File: config.mk
export PLATFORM = sky130hd
export DESIGN_NAME = burst_fragmenter
export DESIGN_NICKNAME = d
export VERILOG_FILES = /design/src/rtl/frag_pkg.sv /design/src/rtl/frag_pace.sv /design/src/rtl/frag_split.sv /design/src/rtl/burst_fragmenter.sv
export SDC_FILE = /design/constraint.sdc
export NUM_CORES = 1
export LEC_CHECK = 0
export CORE_MARGIN = 3
export CORE_UTILIZATION = 35
export CTS_CLUSTER_SIZE = 14
export DETAILED_ROUTE_END_ITERATION = 12
export PLACE_DENSITY = 0.72
export SKIP_CTS_REPAIR_TIMING = 1
export SLEW_MARGIN = 20
export SYNTH_ARGS = -nofsm -noshare
export SYNTH_HDL_FRONTEND = slang
export SYNTH_SLANG_ARGS = --single-unit
File: constraint.sdc
create_clock -name clk -period 5.6 [get_ports clk]
set_input_delay 1.12 -clock clk [delete_from_list [all_inputs] [get_ports clk]]
set_output_delay 1.12 -clock clk [all_outputs]
set_load 0.02 [all_outputs]
File: src/rtl/frag_pkg.sv
package frag_pkg;
  localparam int unsigned MIN_TXN_BYTES = 4;

  // integer division rounded up
  function automatic int unsigned div_up(input int unsigned num, input int unsigned den);
    return (num + den - 1) / den;
  endfunction

  // lengths below the legal minimum are raised to it
  function automatic int unsigned raise_len(input int unsigned len);
    return (len < MIN_TXN_BYTES) ? MIN_TXN_BYTES : len;
  endfunction

  // size of the next piece given outstanding bytes and the burst cap
  function automatic int unsigned piece_of(input int unsigned rem, input int unsigned cap);
    return (rem > cap) ? cap : rem;
  endfunction
endpackage

File: src/rtl/frag_pace.sv
module frag_pace #(
  parameter int CYC_CLKS = 5
) (
  input  logic clk,
  input  logic rst_n,
  input  logic fire,
  output logic go
);
  localparam int CNT_W = (CYC_CLKS > 1) ? $clog2(CYC_CLKS) : 1;
  localparam int SNC_W = $clog2(CYC_CLKS + 1) + 1;

  generate
    if (CYC_CLKS <= 1) begin : g_free
      assign go = 1'b1;
    end else begin : g_cnt
      logic [CNT_W-1:0] wait_q;
      always_ff @(posedge clk) begin
        if (!rst_n)            wait_q <= '0;
        else if (fire)         wait_q <= CNT_W'(CYC_CLKS - 1);
        else if (wait_q != '0) wait_q <= wait_q - 1'b1;
      end
      assign go = (wait_q == '0);
    end
  endgenerate

  // independent spacing monitor: clocks since the last handoff, saturating
  logic [SNC_W-1:0] since_q;
  always_ff @(posedge clk) begin
    if (!rst_n)                      since_q <= SNC_W'(CYC_CLKS);
    else if (fire)                   since_q <= SNC_W'(1);
    else if (since_q < SNC_W'(CYC_CLKS)) since_q <= since_q + 1'b1;
  end

  p_spacing_r8: assert property (@(posedge clk) disable iff (!rst_n)
    fire |-> (since_q >= SNC_W'(CYC_CLKS)));
endmodule

File: src/rtl/frag_split.sv
module frag_split #(
  parameter int LEN_W     = 16,
  parameter int BUS_BYTES = 8,
  parameter int MAX_BEATS = 16
) (
  input  logic                                         clk,
  input  logic                                         rst_n,
  input  logic                                         load,
  input  logic [LEN_W-1:0]                             load_len,
  input  logic                                         take,
  output logic                                         busy,
  output logic [$clog2(BUS_BYTES*MAX_BEATS+1)-1:0]     piece_bytes,
  output logic [$clog2(MAX_BEATS+1)-1:0]               piece_beats,
  output logic                                         piece_last
);
  import frag_pkg::*;

  localparam int unsigned MAX_FRAG = BUS_BYTES * MAX_BEATS;
  localparam int FRAG_W = $clog2(MAX_FRAG + 1);
  localparam int BEAT_W = $clog2(MAX_BEATS + 1);

  logic [LEN_W-1:0] rem_q;
  logic             busy_q;
  logic [LEN_W-1:0] load_eff;
  int unsigned      rem_u;

  assign load_eff    = LEN_W'(raise_len(32'(load_len)));
  assign rem_u       = 32'(rem_q);
  assign piece_bytes = FRAG_W'(piece_of(rem_u, MAX_FRAG));
  assign piece_beats = BEAT_W'(div_up(32'(piece_bytes), BUS_BYTES));
  assign piece_last  = (rem_u <= MAX_FRAG);
  assign busy        = busy_q;

  always_ff @(posedge clk) begin
    if (!rst_n) begin
      busy_q <= 1'b0;
      rem_q  <= '0;
    end else if (load) begin
      busy_q <= 1'b1;
      rem_q  <= load_eff;
    end else if (take) begin
      rem_q <= rem_q - LEN_W'(piece_bytes);
      if (piece_last) busy_q <= 1'b0;
    end
  end

  p_min_len_r7: assert property (@(posedge clk) disable iff (!rst_n)
    (load && (32'(load_len) < MIN_TXN_BYTES)) |=> (rem_q == LEN_W'(MIN_TXN_BYTES)));

  p_cap_r3: assert property (@(posedge clk) disable iff (!rst_n)
    busy_q |-> (piece_bytes != '0) && (32'(piece_bytes) <= MAX_FRAG));

  p_drain_r3: assert property (@(posedge clk) disable iff (!rst_n)
    (take && !piece_last) |=> (rem_q < $past(rem_q)) && busy_q);
endmodule

File: src/rtl/burst_fragmenter.sv
module burst_fragmenter #(
  parameter int BUS_BYTES = 8,
  parameter int MAX_BEATS = 16,
  parameter int LEN_W     = 16,
  parameter int SRC_W     = 4,
  parameter int DST_W     = 4,
  parameter int TID_W     = 8,
  parameter int CYC_CLKS  = 5
) (
  input  logic                                      clk,
  input  logic                                      rst_n,
  input  logic                                      in_valid,
  output logic                                      in_ready,
  input  logic [SRC_W-1:0]                          in_src,
  input  logic [DST_W-1:0]                          in_dst,
  input  logic [TID_W-1:0]                          in_tid,
  input  logic [LEN_W-1:0]                          in_len,
  output logic                                      out_valid,
  input  logic                                      out_ready,
  output logic [SRC_W-1:0]                          out_src,
  output logic [DST_W-1:0]                          out_dst,
  output logic [TID_W-1:0]                          out_tid,
  output logic [$clog2(BUS_BYTES*MAX_BEATS+1)-1:0]  out_bytes,
  output logic [$clog2(MAX_BEATS+1)-1:0]            out_beats,
  output logic                                      out_last
);
  localparam int FRAG_W = $clog2(BUS_BYTES * MAX_BEATS + 1);
  localparam int BEAT_W = $clog2(MAX_BEATS + 1);

  // named internal events
  logic in_fire, out_fire, busy, pace_go;
  logic [FRAG_W-1:0] piece_bytes;
  logic [BEAT_W-1:0] piece_beats;
  logic              piece_last;

  logic [SRC_W-1:0] src_q;
  logic [DST_W-1:0] dst_q;
  logic [TID_W-1:0] tid_q;

  assign in_ready  = !busy;
  assign in_fire   = in_valid && in_ready;
  assign out_valid = busy && pace_go;
  assign out_fire  = out_valid && out_ready;

  always_ff @(posedge clk) begin
    if (!rst_n) begin
      src_q <= '0;
      dst_q <= '0;
      tid_q <= '0;
    end else if (in_fire) begin
      src_q <= in_src;
      dst_q <= in_dst;
      tid_q <= in_tid;
    end
  end

  frag_split #(
    .LEN_W(LEN_W), .BUS_BYTES(BUS_BYTES), .MAX_BEATS(MAX_BEATS)
  ) u_split (
    .clk(clk), .rst_n(rst_n),
    .load(in_fire), .load_len(in_len), .take(out_fire),
    .busy(busy), .piece_bytes(piece_bytes), .piece_beats(piece_beats),
    .piece_last(piece_last)
  );

  frag_pace #(.CYC_CLKS(CYC_CLKS)) u_pace (
    .clk(clk), .rst_n(rst_n), .fire(out_fire), .go(pace_go)
  );

  assign out_src   = src_q;
  assign out_dst   = dst_q;
  assign out_tid   = tid_q;
  assign out_bytes = piece_bytes;
  assign out_beats = piece_beats;
  assign out_last  = piece_last;

  p_exclusive_r1: assert property (@(posedge clk) disable iff (!rst_n)
    out_valid |-> !in_ready);

  p_closed_r2: assert property (@(posedge clk) disable iff (!rst_n)
    in_fire |=> !in_ready);

  p_beats_r4: assert property (@(posedge clk) disable iff (!rst_n)
    out_valid |-> (32'(out_beats) * BUS_BYTES >= 32'(out_bytes)) &&
                  (32'(out_beats) * BUS_BYTES < 32'(out_bytes) + BUS_BYTES));

  p_reopen_r5: assert property (@(posedge clk) disable iff (!rst_n)
    (out_fire && out_last) |=> in_ready);

  p_stay_r5: assert property (@(posedge clk) disable iff (!rst_n)
    (out_fire && !out_last) |=> !in_ready);

  p_ids_r6: assert property (@(posedge clk) disable iff (!rst_n)
    in_fire |=> (out_src == $past(in_src)) && (out_dst == $past(in_dst)) &&
                (out_tid == $past(in_tid)));

  p_hold_r9: assert property (@(posedge clk) disable iff (!rst_n)
    (out_valid && !out_ready) |=> out_valid && $stable(out_bytes) &&
      $stable(out_beats) && $stable(out_last) && $stable(out_tid));
endmodule

==> results.md <==
* Outcome: complete, no violations
* Cells after synthesis at 239
* Synth top area cells: dfxtp_1 39%, nand2_1 9.6%, a21oi_1 6.8%, o21ai_0 3.5%, o211ai_1 2.9%
* DR DRC count at 0
* Drt total wl at 4710 microns
* Synth top area share at 39.1%
* Simple-gate share of the synthesized area at 27.6%
* Worst-Margin Slew at 0.835 ns
* Critical path origin: u_split.rem_q[2]
* Pwr dens at 296 nW/um^2
* CTS Sinks at 36
* Top_reg_cell synth: dfxtp_1
* Period utilization at 69.5%
* XOR/XNOR Fraction of Synth Area at 4.28%
* Estimated wirelength of the detail-placed design at 3440 microns
* CP arrival at 2.77 ns
* Initial DRC count at 90
* Worst hold path class: reg -> reg
* First-pass GRT wire length at 7850 microns
* Finished Core Util at 54.4%
* Min Clock Period, post-route at 3.89 ns
* Post-DRT Antenna Nets at 0
* GRT Total Usage at 15.8%
* Final Max Slew Viols at 0
* Final GP Congestion at 0.854
* Synth Area per Inst at 7.71 sq um
* Clock Path Buffers at 2
* Antenna violations before repair at 0
* CTS tree: built
* Core Region at 4910 sq um
* Sequential share of the synthesized area at 39.1%
* Final Non-Filler Cells at 369
* Unrepaired setup endpoints after global routing: no
* WL/cell at 12.8 microns
* Area Growth Syn to Fin at 44.9%
* Clock root cell: clkbuf_8
* Final setup viols at 0
* Hold Crit Depth at 2
* Final net count at 341
* Vias in the first global route at 1,770
* Compound-Gate Fraction of Synth Area at 20.6%
* Total negative setup slack at 0 ns
* Diodes inserted at 0
* Asr flop ratio synth at 0%
* #FFs+latches synth at 36
* Mux contribution to synthesized area at 0.543%
* Initial Utilization at 37.5%
* Clock Skew at 0.00590 ns
* Hold Vio Cnt, Final at 0
* Reg2reg setup slack at 3.51 ns
* Yosys warnings at 0
* Headroom to the max-slew limit at 44.3%
* CTS buffer count at 5
* Crit path max fanout at 8
* Cells after DPL at 361
* Worst skew pair latency at 0.29 ns
* Via density at 5.05
* Static leakage at 0.962 nW
* GRT Residual Overflow at 0
* Reg2Reg Depth at 8
* Clk slew on worst S/H paths at 0.07 ns
* Max-cap viol count at 0
* Post-synth top cells: 47 x nand2_1, 36 x dfxtp_1, 25 x a21oi_1
* IO Count at 68
* Largest family of logic cells by synthesized area: simple AND/OR/NAND/NOR gates
* Pre-Repair DR Iteration Count at 4
* Full die area at 6170 sq um
* Mapped Area at 1840 sq um
* Syn_nets at 279
* H-tree lvl count at 2
* CP endpoint kind: output port
* Launching point of the worst reg2reg path: u_split.rem_q[2]
* Post-synthesis adder-cell area fraction at 2.72%
* Die width at 78.6 microns
* Largest net degree at the start of global routing at 37
* IO buf count at 67
* Worst path required time at 4.48 ns
* Num rows at 25
* Via count at 1,865
* Die H at 78.6 microns
* Hold path start: out_dst[0]
* VDD IR max at 0.000171 V
* Share of layout cells above drive strength 1 at 6.62%
* Post-synth EDFFs at 0
* Top-count cell post-synth: nand2_1
* Area leader, netlist: dfxtp_1
* Worst setup SP type: flop
* Post-synthesis cell type count at 40
* WS Path Type: reg -> out
* Total power at 0.791 mW
* Highest Clock Rate at 257 MHz
kinds of logic (layout without fill, tap and decap cells):
family | count (synthesis) | in the layout
AO/OA/AOI/OAI | 61 | 61
XOR/XNOR | 9 | 9
adder cells (fa/ha/maj) | 4 | 4
buffers and inverters | 24 | 87
flip-flops | 36 | 36
multiplexers | 1 | 1
other | 1 | 1
AND/OR/NAND/NOR | 103 | 103
registers in the layout, indices dropped and copies added, names as in the netlist:
name	count
out_dst	4
out_tid	8
u_pace.g_cnt.wait_q	3
out_src	4
u_split.busy	1
u_split.rem_q	16
layer usage:
metal  vias to the layer above  part of all wire, %  track usage (%)  wire length [microns]
met4                         0                 0.89             4.20                     42
li1                        960                    -                -                      -
met5                         -                    0                0                      0
met1                       849                   43             18.2                   2050
met3                         5                  6.6             5.39                    312
met2                        51                   49             27.8                   2310
final cells by class:
type                       count  area, sq um
fill                         491         2240
clock buffer                   5         68.8
inverter                      10         37.5
multi-input combinational    179         1030
tap                           67         83.8
sequential                    36          721
clock inverter                 3         42.5
timing repair buffer          69          686
power by group:
group | internal [mW] | leakage (nW) | switching [mW]
clock network | 0.132 | 0.0541 | 0.0933
registers | 0.283 | 0.296 | 0.0288
logic | 0.118 | 0.612 | 0.137
worst max-delay path, stage by stage (launching register included):
cell             delay [ns]
dfxtp_1                0.40
or4_4                  0.60
o41ai_2                0.24
nand3_2                0.21
inv_2                  0.18
nand2_1                0.08
o21ai_1                0.15
clkdlybuf4s50_1        0.62
cells in the final DEF (no fill, tap or decap), drive strengths merged, types with 2 or more instances in the layout:
cell and n:
clkdlybuf4s50 67, nand2 47, dfxtp 36, a21oi 25
o21ai 15, nor2 12, nand3 11, inv 10
nor4 7, and2 7, o211ai 7, xor2 6
a31oi 6, nor3 6, clkbuf 5, or3 5
ha 4, xnor2 3, or4 3, o41ai 2
nand4 2, buf 2
stage by stage:
step	hold slack [ns]	cell area (sq um)	setup slack, ns
final	0.454	2670	1.71
after global routing	0.469	2670	1.51
after CTS	0.456	2670	1.69
after detailed placement	0.446	2560	2.00
after global placement	0.441	2560	2.11
after floorplan	0.454	1840	2.51
final timing paths:
path	to
hold reg to reg	out_dst[0]
hold / removal	out_dst[0]
setup / recovery	out_beats[4]
setup reg to reg	u_split.rem_q[1]
Power figures use the tool's default switching activity.
